$ cat src/rtl/pwrdn_pkg.sv
package pwrdn_pkg;

    typedef enum logic [2:0] {
        PD_RUN    = 3'd0,
        PD_SLEEP  = 3'd1,
        PD_STBY   = 3'd2,
        PD_SETTLE = 3'd3,
        PD_WAKE   = 3'd4
    } pd_state_t;

    localparam int unsigned CTRL_W    = 8;
    localparam int unsigned BIT_SBY   = 7;
    localparam int unsigned WSEL_LSB  = 4;
    localparam int unsigned WSEL_W    = 3;
    localparam int unsigned BIT_KEEP  = 1;
    localparam logic [2:0]  WSEL_SHORT = 3'd6;
    localparam logic [2:0]  WSEL_ILL   = 3'd7;

    // settle length in clock edges for a wait code, given log2 of the base wait
    function automatic int unsigned settle_len(input logic [2:0] code, input int unsigned base_log2);
        int unsigned len;
        if (code == WSEL_SHORT)
            len = 32'd1 << (base_log2 - 3);
        else if (code == WSEL_ILL)
            len = 32'd1 << (base_log2 + 5);
        else
            len = 32'd1 << (base_log2 + int'(code));
        return len;
    endfunction

endpackage

$ cat src/rtl/pwrdn_cfg_reg.sv
module pwrdn_cfg_reg
    import pwrdn_pkg::*;
(
    input  logic                 clk,
    input  logic                 rst_n,
    input  logic                 wr,
    input  logic [CTRL_W-1:0]    wdata,
    output logic [CTRL_W-1:0]    rdata,
    output logic                 sby_sel,
    output logic [WSEL_W-1:0]    wsel,
    output logic                 bus_keep,
    output logic                 bad_code
);

    logic                 sby_q;
    logic [WSEL_W-1:0]    wsel_q;
    logic                 keep_q;
    logic                 bad_q;
    logic                 unused_wbits;

    assign unused_wbits = ^{wdata[3:2], wdata[0]};

    always_ff @(posedge clk or negedge rst_n) begin
        if (!rst_n) begin
            sby_q  <= 1'b0;
            wsel_q <= '0;
            keep_q <= 1'b0;
        end else if (wr) begin
            sby_q  <= wdata[BIT_SBY];
            wsel_q <= wdata[WSEL_LSB +: WSEL_W];
            keep_q <= wdata[BIT_KEEP];
        end
    end

    // sticky record of an illegal wait code; only reset clears it
    always_ff @(posedge clk or negedge rst_n) begin
        if (!rst_n)
            bad_q <= 1'b0;
        else if (wr && (wdata[WSEL_LSB +: WSEL_W] == WSEL_ILL))
            bad_q <= 1'b1;
    end

    always_comb begin
        rdata                       = '0;
        rdata[BIT_SBY]              = sby_q;
        rdata[WSEL_LSB +: WSEL_W]   = wsel_q;
        rdata[BIT_KEEP]             = keep_q;
    end

    assign sby_sel  = sby_q;
    assign wsel     = wsel_q;
    assign bus_keep = keep_q;
    assign bad_code = bad_q;

endmodule

$ cat src/rtl/pwrdn_wait_timer.sv
module pwrdn_wait_timer #(
    parameter int unsigned CNT_W = 19
) (
    input  logic             clk,
    input  logic             rst_n,
    input  logic             load,
    input  logic [CNT_W-1:0] len,
    output logic             expired
);

    logic [CNT_W-1:0] cnt_q;

    // load len-1 so that the caller spends exactly len cycles waiting
    always_ff @(posedge clk or negedge rst_n) begin
        if (!rst_n)
            cnt_q <= '0;
        else if (load)
            cnt_q <= len - CNT_W'(1);
        else if (cnt_q != '0)
            cnt_q <= cnt_q - CNT_W'(1);
    end

    assign expired = (cnt_q == '0);

endmodule

$ cat src/rtl/pwrdn_bus_hold.sv
module pwrdn_bus_hold #(
    parameter int unsigned AW = 24,
    parameter int unsigned CW = 8
) (
    input  logic          clk,
    input  logic          rst_n,
    input  logic          freeze,
    input  logic          keep,
    input  logic [AW-1:0] core_addr,
    input  logic [CW-1:0] core_ctl,
    output logic [AW-1:0] pin_addr,
    output logic          pin_addr_oe,
    output logic [CW-1:0] pin_ctl,
    output logic          pin_ctl_oe
);

    logic [AW-1:0] addr_q;

    // track the core address while running; stop tracking once frozen
    always_ff @(posedge clk or negedge rst_n) begin
        if (!rst_n)
            addr_q <= '0;
        else if (!freeze)
            addr_q <= core_addr;
    end

    always_comb begin
        if (freeze) begin
            pin_addr    = addr_q;
            pin_ctl     = '1;
            pin_addr_oe = keep;
            pin_ctl_oe  = keep;
        end else begin
            pin_addr    = core_addr;
            pin_ctl     = core_ctl;
            pin_addr_oe = 1'b1;
            pin_ctl_oe  = 1'b1;
        end
    end

endmodule

$ cat src/rtl/pwrdn_ctrl.sv
module pwrdn_ctrl
    import pwrdn_pkg::*;
#(
    parameter int unsigned AW             = 24,
    parameter int unsigned CW             = 8,
    parameter int unsigned WAIT_BASE_LOG2 = 13
) (
    input  logic                 clk,
    input  logic                 rst_n,
    input  logic                 reg_wr,
    input  logic [CTRL_W-1:0]    reg_wdata,
    output logic [CTRL_W-1:0]    reg_rdata,
    output logic                 wsel_bad,
    input  logic                 sleep_req,
    input  logic                 irq_any,
    input  logic                 ext_irq,
    output logic                 cpu_clk_en,
    output logic                 periph_clk_en,
    output logic                 in_sleep,
    output logic                 in_standby,
    output logic                 wake_done,
    input  logic [AW-1:0]        core_addr,
    input  logic [CW-1:0]        core_ctl,
    output logic [AW-1:0]        bus_addr,
    output logic                 bus_addr_oe,
    output logic [CW-1:0]        bus_ctl,
    output logic                 bus_ctl_oe
);

    localparam int unsigned CNT_W = WAIT_BASE_LOG2 + 6;

    pd_state_t          state_q, state_d;
    logic               sby_sel;
    logic [WSEL_W-1:0]  wsel;
    logic               bus_keep;
    logic               tmr_load;
    logic               tmr_expired;
    logic [CNT_W-1:0]   tmr_len;
    logic               freeze;

    pwrdn_cfg_reg u_cfg (
        .clk      (clk),
        .rst_n    (rst_n),
        .wr       (reg_wr),
        .wdata    (reg_wdata),
        .rdata    (reg_rdata),
        .sby_sel  (sby_sel),
        .wsel     (wsel),
        .bus_keep (bus_keep),
        .bad_code (wsel_bad)
    );

    assign tmr_len = CNT_W'(settle_len(wsel, WAIT_BASE_LOG2));

    pwrdn_wait_timer #(.CNT_W(CNT_W)) u_tmr (
        .clk     (clk),
        .rst_n   (rst_n),
        .load    (tmr_load),
        .len     (tmr_len),
        .expired (tmr_expired)
    );

    pwrdn_bus_hold #(.AW(AW), .CW(CW)) u_bus (
        .clk         (clk),
        .rst_n       (rst_n),
        .freeze      (freeze),
        .keep        (bus_keep),
        .core_addr   (core_addr),
        .core_ctl    (core_ctl),
        .pin_addr    (bus_addr),
        .pin_addr_oe (bus_addr_oe),
        .pin_ctl     (bus_ctl),
        .pin_ctl_oe  (bus_ctl_oe)
    );

    // state register
    always_ff @(posedge clk or negedge rst_n) begin
        if (!rst_n)
            state_q <= PD_RUN;
        else
            state_q <= state_d;
    end

    // next state and timer load
    always_comb begin
        state_d  = state_q;
        tmr_load = 1'b0;
        unique case (state_q)
            PD_RUN, PD_WAKE: begin
                if (sleep_req)
                    state_d = sby_sel ? PD_STBY : PD_SLEEP;
                else
                    state_d = PD_RUN;
            end
            PD_SLEEP: begin
                if (irq_any || ext_irq)
                    state_d = PD_WAKE;
            end
            PD_STBY: begin
                if (ext_irq) begin
                    state_d  = PD_SETTLE;
                    tmr_load = 1'b1;
                end
            end
            PD_SETTLE: begin
                if (tmr_expired)
                    state_d = PD_WAKE;
            end
            default: state_d = PD_RUN;
        endcase
    end

    // outputs
    always_comb begin
        cpu_clk_en    = 1'b1;
        periph_clk_en = 1'b1;
        in_sleep      = 1'b0;
        in_standby    = 1'b0;
        wake_done     = 1'b0;
        freeze        = 1'b0;
        unique case (state_q)
            PD_RUN: ;
            PD_WAKE: wake_done = 1'b1;
            PD_SLEEP: begin
                cpu_clk_en = 1'b0;
                in_sleep   = 1'b1;
            end
            PD_STBY: begin
                cpu_clk_en    = 1'b0;
                periph_clk_en = 1'b0;
                in_standby    = 1'b1;
                freeze        = 1'b1;
            end
            PD_SETTLE: begin
                cpu_clk_en    = 1'b0;
                periph_clk_en = 1'b0;
                freeze        = 1'b1;
            end
            default: ;
        endcase
    end

endmodule

$ cat config.mk
export PLATFORM = sky130hd
export DESIGN_NAME = pwrdn_ctrl
export DESIGN_NICKNAME = d
export VERILOG_FILES = /design/src/rtl/pwrdn_pkg.sv /design/src/rtl/pwrdn_cfg_reg.sv /design/src/rtl/pwrdn_wait_timer.sv /design/src/rtl/pwrdn_bus_hold.sv /design/src/rtl/pwrdn_ctrl.sv
export SDC_FILE = /design/constraint.sdc
export NUM_CORES = 1
export LEC_CHECK = 0
export ABC_CLOCK_PERIOD_IN_PS = 4500
export BUFFER_PORTS_ARGS = -buffer_cell sky130_fd_sc_hd__clkbuf_2
export CAP_MARGIN = 20
export CORE_ASPECT_RATIO = 0.5
export CORE_MARGIN = 1
export CORE_UTILIZATION = 55
export CTS_CLUSTER_DIAMETER = 200
export DETAILED_ROUTE_END_ITERATION = 6
export PLACE_DENSITY = 0.93
export SLEW_MARGIN = 40
export SYNTH_ARGS = -nofsm -noshare
export SYNTH_HDL_FRONTEND = slang
export SYNTH_SLANG_ARGS = --single-unit
$ cat constraint.sdc
create_clock -name clk -period 4.5 [get_ports clk]
set_input_delay 0.225 -clock clk [delete_from_list [all_inputs] [get_ports clk]]
set_output_delay 0.225 -clock clk [all_outputs]
set_load 0.01 [all_outputs]
==> results.json <==
{
  "cts.path.max_buffers": 2,
  "crit_start": "u_cfg.wsel[1]",
  "cp_max_fo": 12,
  "cts_sinks": 52,
  "fp-row-count": 18,
  "synthCells": 297,
  "path_delay_family": "simple AND/OR/NAND/NOR gates",
  "cts_setup_buffers": 0,
  "drt-total-wl_mm": 6.93,
  "max-slew-margin-rel": 0.477,
  "hold_viol_final": 1,
  "core-area_sq_mm": 0.00500,
  "dieArea_sq_mm": 0.00558,
  "cts_buffers": 5,
  "layout_common_cells": "87 x clkbuf_2, 52 x dfrtp_1, 35 x nor2_1",
  "yosysUniqueCellTypes": 51,
  "end_kind": "flop",
  "cts_tree": "built",
  "grt_pass1_wl_mm": 11.4,
  "ant_nets": 0,
  "cp_num_buf_inv": 1,
  "crit_top_cell": "nand2_1",
  "finalMaxSlewViolations": 0,
  "drt_iter0_drc": 221,
  "maxCapViolations": 0,
  "tightest_slew_ns": 0.780,
  "dpl-instance-area_sq_mm": 0.00333,
  "dp_slack_ns": 1.18,
  "worst_slack_ns": 1.08,
  "synth_seq_area_share": 0.449,
  "post-route-period-util": 0.760,
  "grt_pass1_vias": 2418,
  "path_class": "flop to flop",
  "grt_max_degree": 53,
  "clk_pin_slew_ns": 0.10,
  "vias_per_cell": 5.72,
  "fin_hold_ws_ns": -0.00279,
  "syn_area_sq_mm": 0.00290,
  "finalSetupTns_ns": 0,
  "post_drt_wl_per_cell_um": 15.6,
  "p_leak_nw": 1.52,
  "fill_cells": 378,
  "ctsHoldBuffers": 0,
  "synthArstFlopShare": 1.00,
  "worstSetupStartpointType": "flop",
  "timing.fmax_mhz": 292,
  "min_path_type": "input pin to asynchronous set/reset pin",
  "synth_area_leader_cell": "dfrtp_1",
  "drt-pass1-iter-count": 5,
  "via_count": 2533,
  "final_common_cell": "clkbuf_2",
  "htreeDepth": 2,
  "ys_ff_latch": 52,
  "synth_edf_count": 0,
  "clock_latency_ns": 0.32,
  "drive_above_1_share": 0.362,
  "overflow": 0,
  "cts_root_buf": "clkbuf_8",
  "setup_viol": 0,
  "synth.avg_cell_area_sq_um": 9.76,
  "fin_nets": 421,
  "synth.area.top_cells": "dfrtp_1 45%, mux2_2 11%, nor2_1 4.5%",
  "area_delta_synth_final_pct": 18.0,
  "port_buffers": 87,
  "yosysTopAreaCellShare": 0.449,
  "period_minus_slack_ns": 3.42,
  "fin_area_sq_mm": 0.00342,
  "synth-main-ff-cell": "dfrtp_1",
  "post_cts_resized": 0,
  "violations": "hold timing",
  "cp.required_ns": 4.76,
  "grtUsageTotal": 0.267,
  "die_y_um": 53.3,
  "antenna_found_initial": 0,
  "rsz0062_at_grt": "no",
  "start_util": 0.580,
  "post-dp-hpwl_mm": 5.03,
  "place.gp.congestion": 0.884,
  "cp.arrival_ns": 3.68,
  "slowest_delay_ns": 0.57,
  "powerDensity_mw_per_mm2": 676,
  "ios": 94,
  "crit_slowest_cell": "dfrtp_1",
  "drc": 0,
  "final_core_util": 0.684,
  "antenna_cells": 0,
  "ir_worst_vdd_mv": 0.482,
  "reg2reg_from": "u_cfg.wsel[1]",
  "die_width_um": 105,
  "outcome": "complete, but fails checks",
  "yosysWarnings": 0,
  "crit_chain": "nand2_1 > inv_1 > ha_1 > and3b_1 > nand2_1 > nor2_1 > a21oi_1 > ha_1 > a21bo_1 > or4_1 > nand2_1",
  "finClkSkew_ns": 0.00984
}
state kept, by name, indices dropped and copies added (netlist names):
signal	flops
u_cfg.sby_sel	1
state_q	3
u_bus.addr_q	24
u_tmr.cnt_q	19
u_cfg.wsel	3
u_cfg.bad_code	1
u_cfg.bus_keep	1
final timing paths:
path / endpoint / slack [ns] / cells after the start
min in group clk: u_cfg.wsel[2] / 0.13 / 3
setup reg to reg: u_tmr.cnt_q[18] / 1.08 / 11
hold / removal: u_tmr.cnt_q[2] / -0.003 / 2
max in group asynchronous: u_bus.addr_q[20] / 4.07 / 2
hold reg to reg: u_cfg.bad_code / 0.48 / 1
setup / recovery: u_tmr.cnt_q[18] / 1.08 / 11
power by group:
group	switching (mW)	internal (mW)	leakage [nW]
Clock	0.167	0.111	0.0445
Combinational	0.657	0.569	0.861
Sequential	0.134	0.671	0.615
Total	0.959	1.35	1.52
metrics by stage:
| step | hold slack [ns] | total power, mW | std cells |
|---|---|---|---|
| floorplan | -0.0706 | 1.65 | 299 |
| detailed placement | 0.373 | 2.03 | 435 |
| finish | -0.00279 | 2.31 | 443 |
| CTS | 0.0324 | 2.31 | 443 |
| global placement | 0.356 | 1.96 | 434 |
| global route | 0.0823 | 2.48 | 443 |
routing by layer:
metal	part of all wire	GRT usage	routed length, um
met5	0	0	0
met4	0.018	0.117	125
met3	0.051	0.0480	353
met2	0.51	0.478	3530
met1	0.42	0.326	2920
cell families after synthesis:
kind of cell / after synthesis / synth area share
AOI/OAI and AO/OA: 59 / 0.133
xor gates and xnor gates: 12 / 0.0363
adders and majority gates: 3 / 0.0130
buffers and inverters: 30 / 0.0514
DFF: 52 / 0.449
muxes: 29 / 0.113
other: 1 / 0.00129
and+or+nand+nor: 111 / 0.203
cells in the mapped netlist (2+ instances only):
master / number
dfrtp_1: 52
nor2_1: 35
mux2_2: 29
nand2_1: 23
o21ai_0: 14
a21oi_1: 13
nand2b_1: 13
xnor2_1: 12
clkbuf_1: 9
nor4_1: 9
nor3_1: 7
buf_4: 6
buf_2: 5
inv_1: 5
nor2b_1: 5
o22ai_1: 5
a31oi_1: 4
buf_1: 4
ha_1: 3
nor3b_1: 3
o21a_1: 3
a221oi_1: 2
a2bb2oi_1: 2
nand3_1: 2
o21bai_1: 2
o31ai_1: 2
o32ai_1: 2
or3_1: 2
or4_1: 2
layout make-up:
class                   count  area [sq um]  area share
repair buffers             91           465       0.136
multi-input cells         217          1460       0.426
clock buffers               5          68.8      0.0201
flip-flops and latches     52          1300       0.381
well taps                  70          87.6      0.0256
clock inverters             3          21.3     0.00622
inverters                   5          18.8     0.00549
(Power assumes the default switching activity.)
